<file path="src/rtl/irq_prio_pkg.sv">
package irq_prio_pkg;
  typedef enum logic [2:0] {
    CMD_NONE,
    CMD_ACK,
    CMD_POLL,
    CMD_EOI_SPEC,
    CMD_EOI_NS,
    CMD_ROT_SET
  } irq_cmd_e;
endpackage

</file>
<file path="src/rtl/irq_prio_pick.sv">
module irq_prio_pick #(
  parameter int N_LINES = 8,
  localparam int IW = $clog2(N_LINES)
) (
  input  logic [N_LINES-1:0] vec_i,
  input  logic [IW-1:0]      base_i,
  output logic [IW:0]        slot_o,
  output logic [IW-1:0]      line_o
);
  logic [IW-1:0] idx;

  // lowest slot wins; scan downward so the last hit is the smallest
  always_comb begin
    slot_o = (IW+1)'(N_LINES);
    idx    = '0;
    for (int k = N_LINES - 1; k >= 0; k--) begin
      idx = IW'(k) + base_i;
      if (vec_i[idx]) slot_o = (IW+1)'(k);
    end
  end

  assign line_o = slot_o[IW-1:0] + base_i;
endmodule

</file>
<file path="src/rtl/irq_pend_latch.sv">
module irq_pend_latch #(
  parameter int N_LINES = 8
) (
  input  logic               clk_i,
  input  logic               rst_ni,
  input  logic [N_LINES-1:0] req_i,
  input  logic [N_LINES-1:0] level_i,
  input  logic [N_LINES-1:0] clr_i,
  output logic [N_LINES-1:0] pend_o
);
  logic [N_LINES-1:0] last_q;
  logic [N_LINES-1:0] pend_q;
  logic [N_LINES-1:0] pend_d;

  for (genvar i = 0; i < N_LINES; i++) begin : g_line
    // new edge is OR-ed in after the clear
    assign pend_d[i] = level_i[i] ? req_i[i]
                     : ((pend_q[i] & ~clr_i[i]) | (req_i[i] & ~last_q[i]));
  end

  always_ff @(posedge clk_i or negedge rst_ni) begin
    if (!rst_ni) begin
      last_q <= '0;
      pend_q <= '0;
    end else begin
      last_q <= req_i;
      pend_q <= pend_d;
    end
  end

  assign pend_o = pend_q;
endmodule

</file>
<file path="src/rtl/irq_prio_resolver.sv">
module irq_prio_resolver
  import irq_prio_pkg::*;
#(
  parameter int N_LINES     = 8,
  parameter int CASCADE_IDX = 2,
  localparam int IW = $clog2(N_LINES)
) (
  input  logic               clk_i,
  input  logic               rst_ni,
  input  logic [N_LINES-1:0] req_i,
  input  logic [N_LINES-1:0] level_mode_i,
  input  logic               nest_mode_i,
  input  logic               auto_eoi_i,
  input  logic               rot_auto_i,
  input  logic               ack_i,
  input  logic               poll_i,
  input  logic               eoi_spec_i,
  input  logic               eoi_ns_i,
  input  logic               eoi_rotate_i,
  input  logic [IW-1:0]      eoi_line_i,
  input  logic               rot_set_i,
  input  logic [IW-1:0]      rot_line_i,
  input  logic               mask_wr_i,
  input  logic [N_LINES-1:0] mask_data_i,
  output logic               irq_o,
  output logic [IW-1:0]      irq_line_o,
  output logic [IW-1:0]      poll_line_o,
  output logic [N_LINES-1:0] pending_o,
  output logic [N_LINES-1:0] in_service_o,
  output logic [N_LINES-1:0] mask_o,
  output logic [IW-1:0]      rot_base_o
);
  localparam logic [N_LINES-1:0] CASC_BIT = N_LINES'(1) << CASCADE_IDX;

  logic [N_LINES-1:0] pend;
  logic [N_LINES-1:0] isr_q, isr_d;
  logic [N_LINES-1:0] mask_q;
  logic [IW-1:0]      base_q, base_d;
  logic [N_LINES-1:0] clr;
  logic [N_LINES-1:0] cand, isr_cmp;
  logic [IW:0]        win_slot, cur_slot, hi_slot;
  logic [IW-1:0]      win_line, cur_line, hi_line;
  logic               irq;
  irq_cmd_e           cmd;

  assign cand    = pend & ~mask_q;
  assign isr_cmp = nest_mode_i ? (isr_q & ~CASC_BIT) : isr_q;

  irq_prio_pick #(.N_LINES(N_LINES)) u_pick_req (
    .vec_i(cand), .base_i(base_q), .slot_o(win_slot), .line_o(win_line)
  );
  irq_prio_pick #(.N_LINES(N_LINES)) u_pick_cur (
    .vec_i(isr_cmp), .base_i(base_q), .slot_o(cur_slot), .line_o(cur_line)
  );
  irq_prio_pick #(.N_LINES(N_LINES)) u_pick_eoi (
    .vec_i(isr_q), .base_i(base_q), .slot_o(hi_slot), .line_o(hi_line)
  );

  assign irq = win_slot < cur_slot;

  always_comb begin
    if (ack_i && irq)       cmd = CMD_ACK;
    else if (poll_i && irq) cmd = CMD_POLL;
    else if (eoi_spec_i)    cmd = CMD_EOI_SPEC;
    else if (eoi_ns_i)      cmd = CMD_EOI_NS;
    else if (rot_set_i)     cmd = CMD_ROT_SET;
    else                    cmd = CMD_NONE;
  end

  always_comb begin
    isr_d  = isr_q;
    base_d = base_q;
    clr    = '0;
    unique case (cmd)
      CMD_ACK: begin
        if (!auto_eoi_i)     isr_d[win_line] = 1'b1;
        else if (rot_auto_i) base_d = win_line + IW'(1);
        clr[win_line] = ~level_mode_i[win_line];
      end
      CMD_POLL: begin
        clr[win_line]   = 1'b1;
        isr_d[win_line] = 1'b0;
      end
      CMD_EOI_SPEC: begin
        isr_d[eoi_line_i] = 1'b0;
        if (eoi_rotate_i) base_d = eoi_line_i + IW'(1);
      end
      CMD_EOI_NS: begin
        if (hi_slot != (IW+1)'(N_LINES)) begin
          isr_d[hi_line] = 1'b0;
          if (eoi_rotate_i) base_d = hi_line + IW'(1);
        end
      end
      CMD_ROT_SET: base_d = rot_line_i + IW'(1);
      default: ;
    endcase
  end

  irq_pend_latch #(.N_LINES(N_LINES)) u_pend (
    .clk_i(clk_i), .rst_ni(rst_ni), .req_i(req_i),
    .level_i(level_mode_i), .clr_i(clr), .pend_o(pend)
  );

  always_ff @(posedge clk_i or negedge rst_ni) begin
    if (!rst_ni) begin
      isr_q  <= '0;
      mask_q <= '0;
      base_q <= '0;
    end else begin
      isr_q  <= isr_d;
      base_q <= base_d;
      if (mask_wr_i) mask_q <= mask_data_i;
    end
  end

  assign irq_o        = irq;
  assign irq_line_o   = win_line;
  assign poll_line_o  = irq ? win_line : IW'(N_LINES - 1);
  assign pending_o    = pend;
  assign in_service_o = isr_q;
  assign mask_o       = mask_q;
  assign rot_base_o   = base_q;
endmodule

</file>
<file path="config.mk">
export PLATFORM = sky130hd
export DESIGN_NAME = irq_prio_resolver
export DESIGN_NICKNAME = d
export VERILOG_FILES = /design/src/rtl/irq_prio_pkg.sv /design/src/rtl/irq_prio_pick.sv /design/src/rtl/irq_pend_latch.sv /design/src/rtl/irq_prio_resolver.sv
export SDC_FILE = /design/constraint.sdc
export NUM_CORES = 1
export LEC_CHECK = 0
export BUFFER_PORTS_ARGS = -buffer_cell sky130_fd_sc_hd__buf_2
export CAP_MARGIN = 0
export CORE_AREA = 2 2 90 92
export DETAILED_ROUTE_END_ITERATION = 12
export DIE_AREA = 0 0 92 94
export GPL_TIMING_DRIVEN = 0
export PLACE_DENSITY = 0.82
export SYNTH_ARGS = -nofsm -noshare
export SYNTH_HDL_FRONTEND = slang
export SYNTH_SLANG_ARGS = --single-unit
</file>
<file path="constraint.sdc">
create_clock -name clk_i -period 5.2 [get_ports clk_i]
set_input_delay 1.3 -clock clk_i [delete_from_list [all_inputs] [get_ports clk_i]]
set_output_delay 1.3 -clock clk_i [all_outputs]
set_load 0.005 [all_outputs]
</file>
==> results of run 1 <==
-- registers in the layout, summed over array words and instances, names as in the netlist --
name / flops
u_pend.last_q: 8
in_service_o: 8
mask_o: 8
u_pend.pend_o: 8
rot_base_o: 3
-- what timing repair did --
| action | CTS | global route |
|---|---|---|
| endpoints found under the setup margin | 16 | 7 |
| hold endpoints to repair | 0 | 0 |
| setup buffers | 24 | 7 |
| gates resized for setup | 42 | 30 |
| pin swaps | 10 | 14 |
-- layer usage --
metal,global-route usage [%],vias up
li1,-,1776
met1,34.8,1925
met2,48.8,320
met3,3.93,73
met4,15.3,0
met5,0,-
-- final cells by class --
type                       instances  area share, %
inverter                          25           2.24
multi-input combinational        330           58.6
clock inverter                     2           1.22
sequential                        35           17.8
tap                              102           2.59
buffer                            20           3.51
timing repair buffer             104           12.6
clock buffer                       6           1.47
-- how the worst max path moves through the flow --
stage	depth (start not counted)	slack (ns)	from	end
6_report	15	-0.24	rot_base_o[2]	poll_line_o[0]
3_5_place_dp	19	-0.76	rot_base_o[1]	poll_line_o[1]
4_1_cts	18	-0.07	rot_base_o[0]	poll_line_o[1]
2_1_floorplan	19	0.06	rot_base_o[0]	poll_line_o[0]
3_3_place_gp	19	-0.62	rot_base_o[1]	poll_line_o[1]
5_1_grt	16	-0.30	rot_base_o[2]	poll_line_o[2]
-- layout by cell type, fill, tap and decap left out, types with 4 or more instances in the layout --
cell type,count
a31oi_1,6
nor2_1,27
buf_4,30
o21a_1,4
o21ai_0,20
a22oi_1,7
o211ai_1,7
and3_1,7
ha_1,4
nand2b_4,4
nor3_1,8
a21oi_1,19
nand2_1,26
dfrtp_1,33
ha_4,4
nand3_1,6
clkbuf_1,9
mux4_2,15
nand2_2,4
buf_2,72
mux2i_1,13
buf_6,6
nand2b_1,23
clkbuf_8,6
and2_1,4
nor2b_1,5
inv_1,21
mux2_2,17
-- worst max-delay path, cell delays in order (launching register included) --
cell,delay (ns)
dfrtp_1,0.40
clkbuf_2,0.39
xor2_2,0.30
mux4_2,0.59
or4_4,0.54
nand2b_4,0.16
inv_2,0.06
ha_4,0.13
nand2b_1,0.12
a21oi_2,0.07
nor4bb_1,0.33
o211ai_1,0.18
a31o_4,0.30
buf_8,0.14
nand2b_4,0.06
buf_6,0.09
-- synthesized netlist by cell type, drive strengths merged (4+ instances only) --
cell      n
inv      25
dfrtp    35
o21ai    22
o311ai    4
nor4bb    4
ha        8
a31oi     6
mux2     18
nor2b     6
mux2i    17
a2111oi   4
nand3     6
o21a      4
mux4     16
a22oi     9
o211ai    7
xor2      4
a21oi    20
and2      5
a211oi    4
and3      7
buf      10
nand2b   27
nor2     29
clkbuf   12
nand2    30
nor3      8
-- kinds of logic (layout without fill, tap and decap cells) --
group | Yosys count | in the layout
AOI/OAI and AO/OA | 117 | 117
xor gates and xnor gates | 7 | 7
adders and majority gates | 10 | 10
buffers and inverters | 47 | 157
DFF | 35 | 35
muxes | 51 | 51
and+or+nand+nor | 145 | 145
-- through the flow --
stage | TNS [ns] | hold slack [ns] | util, %
global route | -1.24 | 0.585 | 64.7
global placement | -2.76 | 0.541 | 56.1
detailed placement | -3.92 | 0.549 | 56.1
finish | -0.969 | 0.557 | 64.7
floorplan | 0 | 0.533 | -
CTS | -0.219 | 0.565 | 62.4
==> reports/qor.json, run 1 <==
{
  "detailedPlace.worstSlack": {"value": -0.756, "unit": "ns"},
  "ant_nets": {"value": 0},
  "hold_path.class": {"value": "reg -> reg"},
  "grt_pass1_vias": {"value": 4034},
  "clock_tree_from_tritoncts": {"value": "built"},
  "fin_crit": {"value": 5.44, "unit": "ns"},
  "antenna_found_initial": {"value": 0},
  "timing.hold.worst.start": {"value": "mask_o[0]"},
  "detailroute.via_count": {"value": 4094},
  "die_area": {"value": 0.00865, "unit": "mm2"},
  "global_route_wire_length_before_repair": {"value": 19500, "unit": "um"},
  "cts_htree_levels": {"value": 2},
  "clkLatencyLatePin": {"value": 0.29, "unit": "ns"},
  "floorplan.initialDensity": {"value": 49.3, "unit": "%"},
  "drcViolationCount": {"value": 0},
  "worstSetupPathType": {"value": "reg -> out"},
  "worstHoldEndpoint": {"value": "mask_o[0]"},
  "num_rows": {"value": 32},
  "synth.ff_latch_count": {"value": 35},
  "worstReg2RegEnd": {"value": "rot_base_o[1]"},
  "cp_max_fo": {"value": 10},
  "port_buffers": {"value": 73},
  "cts_buffers": {"value": 5},
  "r2r.worst_path.cells": {"value": 20},
  "layoutNonFillerInstCount": {"value": 624},
  "yosys.area_share.simple": {"value": 21.4, "unit": "%"},
  "antennaDiodeCount": {"value": 0},
  "worst-r2r-setup-slack": {"value": 0.15, "unit": "ns"},
  "ys_async_sr_fraction": {"value": 100, "unit": "%"},
  "synthToLayoutAreaGrowth": {"value": 31.3, "unit": "%"},
  "synthesis.area_per_instance": {"value": 9.10, "unit": "um2"},
  "violations": {"value": "negative setup slack"},
  "wl_met3": {"value": 1240, "unit": "um"},
  "numClockSinks": {"value": 35},
  "dp.cells": {"value": 587},
  "maxCapViolations": {"value": 0},
  "drt_pass1_iterations": {"value": 5},
  "area_of_all_placed_cells_without_fillers": {"value": 0.00492, "unit": "mm2"},
  "maxClockFrequency": {"value": 184, "unit": "MHz"},
  "clk_root_buffer_cell": {"value": "clkbuf_8"},
  "drive_above_1_share": {"value": 41.0, "unit": "%"},
  "signal_arrival_time_at_the_worst_endpoint": {"value": 4.14, "unit": "ns"},
  "rr_startpoint": {"value": "rot_base_o[2]"},
  "grt_usage": {"value": 28.5, "unit": "%"},
  "instance_area_after_placement": {"value": 0.00427, "unit": "mm2"},
  "drc_marker_count_from_the_first_detailed_route_iteration": {"value": 385},
  "synth-warning-count": {"value": 0},
  "detail_route.wirelength": {"value": 12500, "unit": "um"},
  "m1WireLength": {"value": 4380, "unit": "um"},
  "die-width": {"value": 92, "unit": "um"},
  "finalClockSkew": {"value": 0.00614, "unit": "ns"},
  "fp.coreArea": {"value": 0.00761, "unit": "mm2"},
  "met2RoutedLength": {"value": 6260, "unit": "um"},
  "timing.critical_path.to_type": {"value": "output port"},
  "slew_viol_final": {"value": 0},
  "number_of_nets_in_the_layout": {"value": 573},
  "number_of_instances_in_the_synthesized_netlist": {"value": 412},
  "netlist_top_cells_area": {"value": "dfrtp_1 23%, mux4_2 7.8%, mux2_2 5.1%, mux2i_1 4.5%, nand2b_1 4.3%"},
  "final-seq-area": {"value": 878, "unit": "um2"},
  "worst-endpoint-required": {"value": 3.90, "unit": "ns"},
  "cts_hold_buf": {"value": 0},
  "cts_clk_pin_slew_worst_paths": {"value": 0.07, "unit": "ns"},
  "syn-num-nets": {"value": 464},
  "die_height": {"value": 94, "unit": "um"},
  "yosysUniqueCellTypes": {"value": 79},
  "wire_per_inst": {"value": 20.1, "unit": "um"},
  "synth_compound_area_share": {"value": 23.1, "unit": "%"},
  "routed.top_layer": {"value": "met4"},
  "hold_viol_final": {"value": 0},
  "synth.top_cell.area_share": {"value": 23.4, "unit": "%"},
  "synth_cell_area": {"value": 0.00375, "unit": "mm2"},
  "global_route.overflow_total": {"value": 0},
  "synthXorXnorAreaFrac": {"value": 2.04, "unit": "%"},
  "muxShareOfSynthArea": {"value": 20.0, "unit": "%"},
  "final.fill_count": {"value": 573},
  "yosys_top_cell_by_area": {"value": "dfrtp_1"},
  "detailedPlacementHpwl": {"value": 8480, "unit": "um"},
  "synth-edff-count": {"value": 0},
  "startpoint_type": {"value": "flop"},
  "yosys_most_used_dff": {"value": "dfrtp_1"},
  "combined_area_of_the_multi_input_logic_cells": {"value": 0.00288, "unit": "mm2"},
  "min_path_cells": {"value": 1},
  "pin_count": {"value": 76},
  "timing_worst_slew_pin_value": {"value": 0.775, "unit": "ns"},
  "unrepaired_setup_endpoints_after_global_routing": {"value": "yes"},
  "max-slew-margin-rel": {"value": 48.4, "unit": "%"},
  "status": {"value": "finished, violations left"},
  "cts-root-to-sink-buffers": {"value": 2},
  "routabilityCongestion": {"value": 0.911},
  "finalSetupViolations": {"value": 5},
  "synth_fa_ha_area_share": {"value": 3.74, "unit": "%"},
  "tcrit_tclk_final": {"value": 105, "unit": "%"},
  "grt_start_max_net_pins": {"value": 36},
  "layout_setup_ws": {"value": -0.236, "unit": "ns"},
  "yosysSeqAreaShare": {"value": 23.4, "unit": "%"},
  "routed_via_density": {"value": 6.56},
  "largest_family_of_logic_cells_by_synthesized_area": {"value": "compound AO/OA/AOI/OAI gates"}
}
Power of run 1 is left out: the tool's default activity adds up to more than one toggle a clock period on the data nets, which glitch-free logic cannot reach.
==> run 2: changes to the inputs <==
SETUP_SLACK_MARGIN = 0.15   (was not set)
==> reports/qor.json, run 2 (same netlist as run 1, synthesis figures left out) <==
{
  "fin_crit": {"value": 5.49, "unit": "ns"},
  "timing_worst_slew_pin_value": {"value": 0.817, "unit": "ns"},
  "grt_pass1_vias": {"value": 3784},
  "layout_setup_ws": {"value": -0.291, "unit": "ns"},
  "die_height": {"value": 94, "unit": "um"},
  "drc_marker_count_from_the_first_detailed_route_iteration": {"value": 461},
  "number_of_nets_in_the_layout": {"value": 580},
  "max_stage_delay": {"value": 0.58, "unit": "ns"},
  "violations": {"value": "negative setup slack"},
  "maxClockFrequency": {"value": 182, "unit": "MHz"},
  "final-seq-area": {"value": 878, "unit": "um2"},
  "hold_viol_final": {"value": 0},
  "antennaDiodeCount": {"value": 0},
  "status": {"value": "finished, violations left"},
  "finalClockSkew": {"value": 0.0113, "unit": "ns"},
  "synthToLayoutAreaGrowth": {"value": 33.0, "unit": "%"},
  "fp.coreArea": {"value": 0.00761, "unit": "mm2"},
  "cts_htree_levels": {"value": 2},
  "num_rows": {"value": 32},
  "signal_arrival_time_at_the_worst_endpoint": {"value": 4.19, "unit": "ns"},
  "clkLatencyLatePin": {"value": 0.29, "unit": "ns"},
  "detailedPlacementHpwl": {"value": 8520, "unit": "um"},
  "wire_per_inst": {"value": 20.7, "unit": "um"},
  "hold_path.class": {"value": "reg -> reg"},
  "routabilityCongestion": {"value": 0.971},
  "final_cell_mix": {"value": "73 x buf_2, 34 x buf_4, 33 x dfrtp_1"},
  "port_buffers": {"value": 73},
  "grt_start_max_net_pins": {"value": 36},
  "crit_chain": {"value": "buf_6 -> buf_12 -> buf_12 -> mux2i_1 -> mux4_2 -> or4_4 -> nand2b_4 -> inv_4 -> ha_4 -> o21ai_2 -> nand2b_1 -> a21oi_2 -> nor4bb_1 -> o211ai_1 -> a31o_1 -> buf_6 -> buf_8 -> nand2b_4 -> buf_6"},
  "r2r.worst_path.cells": {"value": 25},
  "global_route.overflow_total": {"value": 0},
  "maxCapViolations": {"value": 0},
  "drive_above_1_share": {"value": 41.0, "unit": "%"},
  "worst-endpoint-required": {"value": 3.90, "unit": "ns"},
  "finalSetupViolations": {"value": 5},
  "slew_viol_final": {"value": 0},
  "startpoint_type": {"value": "flop"},
  "detailroute.via_count": {"value": 4097},
  "unrepaired_setup_endpoints_after_global_routing": {"value": "yes"},
  "cts_clk_pin_slew_worst_paths": {"value": 0.08, "unit": "ns"},
  "die-width": {"value": 92, "unit": "um"},
  "floorplan.initialDensity": {"value": 49.3, "unit": "%"},
  "max-slew-margin-rel": {"value": 45.5, "unit": "%"},
  "pin_count": {"value": 76},
  "routed_via_density": {"value": 6.49},
  "most_common_library_cell_in_the_layout_ignoring_fill_and_taps": {"value": "buf_2"},
  "drt_pass1_iterations": {"value": 5},
  "die_area": {"value": 0.00865, "unit": "mm2"},
  "clock_tree_from_tritoncts": {"value": "built"},
  "global_route_wire_length_before_repair": {"value": 18400, "unit": "um"},
  "cp_max_fo": {"value": 10},
  "min_path_cells": {"value": 1},
  "antenna_found_initial": {"value": 0},
  "worstSetupPathType": {"value": "reg -> out"},
  "numClockSinks": {"value": 35},
  "drcViolationCount": {"value": 0},
  "cts-root-to-sink-buffers": {"value": 2},
  "clk_root_buffer_cell": {"value": "clkbuf_8"},
  "tcrit_tclk_final": {"value": 106, "unit": "%"},
  "worst_path_max_delay_cell": {"value": "or4_4"},
  "grt_usage": {"value": 26.7, "unit": "%"},
  "ant_nets": {"value": 0},
  "finish.utilization": {"value": 65.6, "unit": "%"},
  "combined_area_of_the_multi_input_logic_cells": {"value": 0.00288, "unit": "mm2"},
  "cts_buffers": {"value": 5},
  "final.fill_count": {"value": 587},
  "path_common_cell": {"value": "buf_6"},
  "timing.critical_path.to_type": {"value": "output port"},
  "detail_route.wirelength": {"value": 13100, "unit": "um"}
}
## run 2: cell types whose count changed in the layout (fill, tap and decap cells not counted), sizes merged
| cell | change |
|---|---|
| clkbuf | -1 |
| buf | +8 |
## run 2: critical path: cells and delay by family, from the launching register on
kind	cells	cell delay, ns
AND/OR/NAND/NOR	5	1.14
multiplexers	2	0.71
flip-flops	1	0.46
AO/OA/AOI/OAI	4	0.52
buffers and inverters	7	0.82
adder cells (fa/ha/maj)	1	0.25
## run 2: through the flow
step	cells	area, um2	hold slack [ns]	setup WS, ns	TNS (ns)
2_1_floorplan	412	3800	0.533	0.172	0
3_3_place_gp	587	4290	0.539	-0.309	-1.19
3_5_place_dp	587	4290	0.545	-0.450	-1.97
4_1_cts	612	4660	0.562	-0.188	-0.679
5_1_grt	631	4990	0.588	-0.430	-1.92
6_report	631	4990	0.571	-0.291	-1.16
## run 2: cell type report
cell class                      count  share of cell area, %
Tap cell                          102                   2.56
Sequential cell                    35                   17.6
Buffer                             22                   3.99
Timing Repair Buffer              109                   13.1
Clock inverter                      2                   1.20
Clock buffer                        6                   1.46
Inverter                           25                   2.26
Multi-Input combinational cell    330                   57.8
## run 2: per-layer routing
layer	GRT usage (%)	wire [um]	vias to the layer above	part of all wire (%)
met2	46.6	6580	284	50
met3	4.01	1110	62	8.5
met4	10.2	504	0	3.9
met1	33.4	4880	1962	37
met5	0	0	-	0
li1	-	-	1789	-
## run 2: what timing repair did
action	4_1_cts	5_1_grt
gates resized for setup	24	45
hold buffers	0	0
setup endpoints to repair	7	7
gates cloned	0	0
setup buffers	17	19
pin swaps	8	19
## run 2: path summary, 6_finish.rpt
check | end | start | slack [ns]
min in group asynchronous | u_pend.pend_o[4] | rst_ni | 1.10
max in group asynchronous | rot_base_o[0] | rst_ni | 3.53
max | poll_line_o[0] | rot_base_o[0] | -0.29
min reg2reg | mask_o[1] | mask_o[1] | 0.57
min | mask_o[1] | mask_o[1] | 0.57
max reg2reg | rot_base_o[1] | rot_base_o[0] | 0.15
Power of run 2 is left out for the same reason.
